--- config.mk ---
export PLATFORM = sky130hd
export DESIGN_NAME = sio_dbuf
export DESIGN_NICKNAME = d
export VERILOG_FILES = /design/src/rtl/sio_pkg.sv /design/src/rtl/sio_rx.sv /design/src/rtl/sio_tx.sv /design/src/rtl/sio_dbuf.sv
export SDC_FILE = /design/constraint.sdc
export NUM_CORES = 1
export LEC_CHECK = 0
export BUFFER_PORTS_ARGS = -buffer_cell sky130_fd_sc_hd__buf_2
export CORE_MARGIN = 4
export CORE_UTILIZATION = 60
export CTS_CLUSTER_DIAMETER = 30
export CTS_CLUSTER_SIZE = 40
export DETAILED_ROUTE_END_ITERATION = 7
export MAX_ROUTING_LAYER = met4
export PLACE_DENSITY = 0.8
export SYNTH_ARGS = -nofsm -noshare
export SYNTH_HDL_FRONTEND = slang
export SYNTH_SLANG_ARGS = --single-unit
--- constraint.sdc ---
create_clock -name clk -period 2.5 [get_ports clk]
set_input_delay 0.125 -clock clk [delete_from_list [all_inputs] [get_ports clk]]
set_output_delay 0.125 -clock clk [all_outputs]
set_load 0.01 [all_outputs]
--- src/rtl/sio_pkg.sv ---
package sio_pkg;
  typedef enum logic [1:0] {
    SEL_DATA = 2'd0,
    SEL_STAT = 2'd1,
    SEL_CTRL = 2'd2,
    SEL_NONE = 2'd3
  } sel_e;

  localparam int ST_RXFULL  = 0;
  localparam int ST_TXEMPTY = 1;
  localparam int ST_OVERRUN = 2;
  localparam int ST_TXBUSY  = 3;
  localparam int CTL_RXIE   = 0;
  localparam int CTL_TXIE   = 1;
endpackage

--- src/rtl/sio_rx.sv ---
module sio_rx #(
  parameter int DW = 8
) (
  input  logic          clk,
  input  logic          rst,
  input  logic          tick,
  input  logic          bit_in,
  input  logic          rd_take,
  input  logic          clr_ovr,
  output logic [DW-1:0] hold,
  output logic          full,
  output logic          ovr
);
  localparam int CW = $clog2(DW);

  logic [DW-1:0] sh;
  logic [CW-1:0] cnt;
  logic [DW-1:0] nxt;
  logic          done;

  assign nxt  = {bit_in, sh[DW-1:1]};
  assign done = tick && (cnt == CW'(DW-1));

  always_ff @(posedge clk) begin
    if (rst) begin
      sh   <= '0;
      cnt  <= '0;
      hold <= '0;
      full <= 1'b0;
      ovr  <= 1'b0;
    end else begin
      if (tick) begin
        sh  <= nxt;
        cnt <= done ? '0 : cnt + 1'b1;
      end
      if (done) begin
        hold <= nxt;
        full <= 1'b1;
      end else if (rd_take) begin
        full <= 1'b0;
      end
      if (clr_ovr) ovr <= 1'b0;
      if (done && full && !rd_take) ovr <= 1'b1;
    end
  end


  ovr_needs_full_chk: assert property (@(posedge clk) disable iff (rst)
    $rose(ovr) |-> $past(full));


  full_on_tick_chk: assert property (@(posedge clk) disable iff (rst)
    $rose(full) |-> $past(tick));
endmodule

--- src/rtl/sio_tx.sv ---
module sio_tx #(
  parameter int DW = 8
) (
  input  logic          clk,
  input  logic          rst,
  input  logic          tick,
  input  logic          wr,
  input  logic [DW-1:0] wdata,
  output logic          tx_bit,
  output logic          empty,
  output logic          busy
);
  localparam int CW = $clog2(DW);

  logic [DW-1:0] dbuf;
  logic [DW-1:0] sh;
  logic [CW-1:0] cnt;
  logic          load;

  assign load   = !busy && !empty;
  assign tx_bit = busy ? sh[0] : 1'b1;

  always_ff @(posedge clk) begin
    if (rst) begin
      dbuf  <= '0;
      sh    <= '0;
      cnt   <= '0;
      empty <= 1'b1;
      busy  <= 1'b0;
    end else begin
      if (wr) begin
        dbuf  <= wdata;
        empty <= 1'b0;
      end else if (load) begin
        empty <= 1'b1;
      end
      if (load) begin
        sh   <= dbuf;
        cnt  <= '0;
        busy <= 1'b1;
      end else if (busy && tick) begin
        sh  <= sh >> 1;
        cnt <= cnt + 1'b1;
        if (cnt == CW'(DW-1)) busy <= 1'b0;
      end
    end
  end


  line_hold_chk: assert property (@(posedge clk) disable iff (rst)
    (busy && !tick) |=> $stable(tx_bit));


  start_needs_byte_chk: assert property (@(posedge clk) disable iff (rst)
    $rose(busy) |-> $past(!empty));
endmodule

--- src/rtl/sio_dbuf.sv ---
module sio_dbuf
  import sio_pkg::*;
#(
  parameter int DW = 8
) (
  input  logic          clk,
  input  logic          rst,
  input  logic          cs,
  input  logic [1:0]    rs,
  input  logic          rw,
  input  logic          ready,
  input  logic [DW-1:0] wdata,
  output logic          accept,
  output logic [DW-1:0] rdata,
  output logic          intr,
  input  logic          rx_tick,
  input  logic          rx_bit,
  input  logic          tx_tick,
  output logic          tx_bit
);
  logic          req;
  logic          wr_data, rd_data, wr_stat, wr_ctrl;
  logic [1:0]    ctrl;
  logic [DW-1:0] rx_hold;
  logic          rx_full, rx_ovr, tx_empty, tx_busy;
  logic [DW-1:0] status;

  assign req     = cs && ready;
  assign wr_data = req && !rw && (rs == SEL_DATA);
  assign rd_data = req &&  rw && (rs == SEL_DATA);
  assign wr_stat = req && !rw && (rs == SEL_STAT);
  assign wr_ctrl = req && !rw && (rs == SEL_CTRL);

  always_comb begin
    status = '0;
    status[ST_RXFULL]  = rx_full;
    status[ST_TXEMPTY] = tx_empty;
    status[ST_OVERRUN] = rx_ovr;
    status[ST_TXBUSY]  = tx_busy;
  end

  sio_rx #(.DW(DW)) u_rx (
    .clk(clk), .rst(rst), .tick(rx_tick), .bit_in(rx_bit),
    .rd_take(rd_data), .clr_ovr(wr_stat),
    .hold(rx_hold), .full(rx_full), .ovr(rx_ovr)
  );

  sio_tx #(.DW(DW)) u_tx (
    .clk(clk), .rst(rst), .tick(tx_tick), .wr(wr_data), .wdata(wdata),
    .tx_bit(tx_bit), .empty(tx_empty), .busy(tx_busy)
  );

  always_ff @(posedge clk) begin
    if (rst) begin
      ctrl   <= '0;
      accept <= 1'b0;
      rdata  <= '0;
    end else begin
      accept <= req;
      if (wr_ctrl) ctrl <= wdata[1:0];
      if (req && rw) begin
        case (rs)
          SEL_DATA: rdata <= rx_hold;
          SEL_STAT: rdata <= status;
          SEL_CTRL: rdata <= DW'(ctrl);
          default:  rdata <= '0;
        endcase
      end
    end
  end

  assign intr = (rx_full && ctrl[CTL_RXIE]) || (tx_empty && ctrl[CTL_TXIE]);


  accept_resp_chk: assert property (@(posedge clk) disable iff (rst)
    accept |-> $past(cs && ready));


  cs_gate_chk: assert property (@(posedge clk) disable iff (rst)
    (!cs) |=> !accept);
endmodule

==> results.cfg <==
[synth]
synth-seq-cells = 52
yosys_warnings = 0
synth_enable_flop_cells = 0
yosysTopAreaCell = dfxtp_1
syn_nets = 261
synthTopCellsByCount = 52 x dfxtp_1, 37 x nand2_1, 23 x nor2_1
synth-async-reset-ratio = 0
synthCells = 239
postSynth.topFlopCell = dfxtp_1
synth_cell_type_count = 33
yosysTopAreaCellShare = 0.483
yosys-top-cells-area = dfxtp_1 48%, mux2i_1 9.8%, nand2_1 6.4%
ys_seq_area_frac = 0.483
avgSynthCellArea_um2 = 9.01
synth.most_common_cell = dfxtp_1
syn-cell-area_mm2 = 0.00215

[status]
status = finished clean

[cts]
cts_root_buf = clkbuf_4
cts_sinks = 52
numCtsBuffers = 5
cts_setup_buffers = 0
clk_latency_ns = 0.38
cts_resized = 0
clockBufferDepth = 2
hold_buffers = 5
cts_tree = yes
clkTransAtPathRegs_ns = 0.14
htree_levels = 2

[sta]
timing.final.crit_period_ns = 1.49
worst_slew_pin_slew_ns = 0.521
period_share = 0.597
relSlewSlack = 0.653
slew_violations = 0
max_freq_mhz = 670
rsz0062_at_grt = no
hold_violations = 0
finalSetupTns_ns = 0
finClkSkew_ns = 0.00563
whs_ns = 0.00553
setup-violations-final = 0

[routing]
drt-pass1-iter-count = 4
routed_via_density = 5.37
drc = 0
ant_nets = 0
wl_mm = 3.85
vias = 1671
drt_iter0_drc = 155
wl_per_cell_um = 12.4

[global_route]
grt_pass1_wl_mm = 6.64
grt_pass1_vias = 1445
grt.overflow.total = 0
track_usage = 0.198
grt_max_degree = 37
antenna_found_initial = 0

[cells_and_area]
stdcell_count = 311
layout-drive-gt1-share = 0.166
area_delta_synth_final_pct = 11.3
fin_area_mm2 = 0.00240
antenna_cells = 0
fillCellCount = 260
final_nets = 287

[place]
hpwl_mm = 2.62
routabilityCongestion = 0.819
placed_area_mm2 = 0.00230
port_buffers = 28
dp.cells = 299

[critical_path]
cp_max_fo = 15
worst_setup_path_end_kind = flop
crit_chain = or2_1 -> nand2_1 -> a221oi_1
crit_family = flip-flops
crit_buf_inv = 0
max_stage_delay_ns = 0.61
critPathKind = flop to flop
worstPathRequired_ns = 2.79
crit_arrival_ns = 1.79
worst_path_max_delay_cell = dfxtp_1
crit_path_start_kind = flop

[floorplanning]
core-area_mm2 = 0.00339
initial_core_util = 0.636
io_pins = 29
num_rows = 21
die_h_um = 67.9
die_area_mm2 = 0.00461
die_w_um = 67.9

[pwr]
peakVddDrop_v = 0.000357
power_uw = 1300
leakage_uw = 0.000965
p_per_area_mw_per_mm2 = 541

[min_path]
hold_class = input port to flop

[flow_run]
drv_cap = 0
[sequential cells by signal, indices dropped and copies added (netlist names)]
signal,count
u_tx.empty,1
ctrl,2
u_tx.cnt,3
u_rx.full,1
u_tx.dbuf,8
u_rx.hold,8
u_rx.cnt,3
u_rx.ovr,1
rdata,8
accept,1
u_tx.sh,8
u_rx.sh,7
u_tx.busy,1
[cell families (layout without fill, tap and decap cells)]
| kind of cell | after synthesis | count (layout) | synth area share |
|---|---|---|---|
| compound gates | 35 | 35 | 0.106 |
| xor+xnor | 1 | 1 | 0.00407 |
| fa+ha+maj | 4 | 4 | 0.0232 |
| mux | 25 | 25 | 0.118 |
| flops | 52 | 52 | 0.483 |
| simple gates | 104 | 104 | 0.225 |
| buf+inv | 18 | 44 | 0.0395 |
[per-layer routing]
layer	wire, um	vias to the layer above	part of all wire	GRT usage
li1	-	872	-	-
met1	1990	750	0.52	0.278
met2	1530	40	0.40	0.264
met3	246	9	0.064	0.0394
met4	80	0	0.021	0.104
met5	0	-	0	-
[worst reg2reg max path: stages (launching register included)]
cell      delay [ns]
dfxtp_1         0.61
or2_1           0.44
nand2_1         0.10
a221oi_1        0.26
[stage by stage]
step | utilization | setup WS, ns
after CTS | 0.708 | 0.987
after floorplan | - | 1.17
after global routing | 0.708 | 0.765
after detailed placement | 0.678 | 1.03
final | 0.708 | 1.01
after global placement | 0.678 | 1.08
[layout make-up]
| class | count | area, um2 | area share |
|---|---|---|---|
| timing repair buffer | 35 | 205 | 0.0856 |
| tap | 46 | 57.6 | 0.0240 |
| clock buffer | 5 | 37.5 | 0.0156 |
| multi-input combinational | 169 | 1030 | 0.431 |
| sequential | 52 | 1040 | 0.434 |
| inverter | 2 | 10.0 | 0.00417 |
| clock inverter | 2 | 12.5 | 0.00522 |
[power by group]
| part | internal, uW | switching [uW] | total (uW) | leakage, uW |
|---|---|---|---|---|
| registers | 840 | 7.48 | 848 | 0.000420 |
| clock network | 103 | 256 | 359 | 0.0000271 |
| logic | 41.0 | 51.2 | 92.2 | 0.000517 |
| total | 984 | 315 | 1300 | 0.000965 |
[path summary, 6_finish.rpt]
kind | slack, ns | cells after the start | from | to
setup / recovery | 1.01 | 3 | u_tx.busy$_SDFFE_PP0P_ | u_tx.sh[7]$_SDFFE_PP0P_
hold / removal | 0.006 | 3 | wdata[2] | u_tx.dbuf[2]$_SDFFE_PP0P_
setup reg to reg | 1.01 | 3 | u_tx.busy$_SDFFE_PP0P_ | u_tx.sh[7]$_SDFFE_PP0P_
hold reg to reg | 0.46 | 2 | rdata[3]$_SDFFE_PP0P_ | rdata[3]$_SDFFE_PP0P_
[cell usage in the layout, fill, tap and decap left out, drive strengths merged]
master	netlist	routed
o41ai	1	1
nand2b	20	20
clkinv	0	1
nor4	1	1
or2	1	1
nand2	37	37
a22o	1	1
o21bai	1	1
buf	6	30
and3	1	1
nor2b	1	1
a31oi	2	2
nand3	14	14
clkbuf	10	5
a221oi	1	1
mux2	4	4
a21oi	18	18
clkinvlp	0	1
inv	2	2
xor2	1	1
nor2	23	23
a311oi	7	7
mux2i	21	21
a211oi	2	2
dfxtp	52	52
or4	1	1
nand3b	1	1
o31ai	1	1
ha	4	4
dlygate4sd3	0	5
nor3	3	3
o311ai	1	1
and2	1	1
Note: power is estimated with default switching activity, not from simulation.
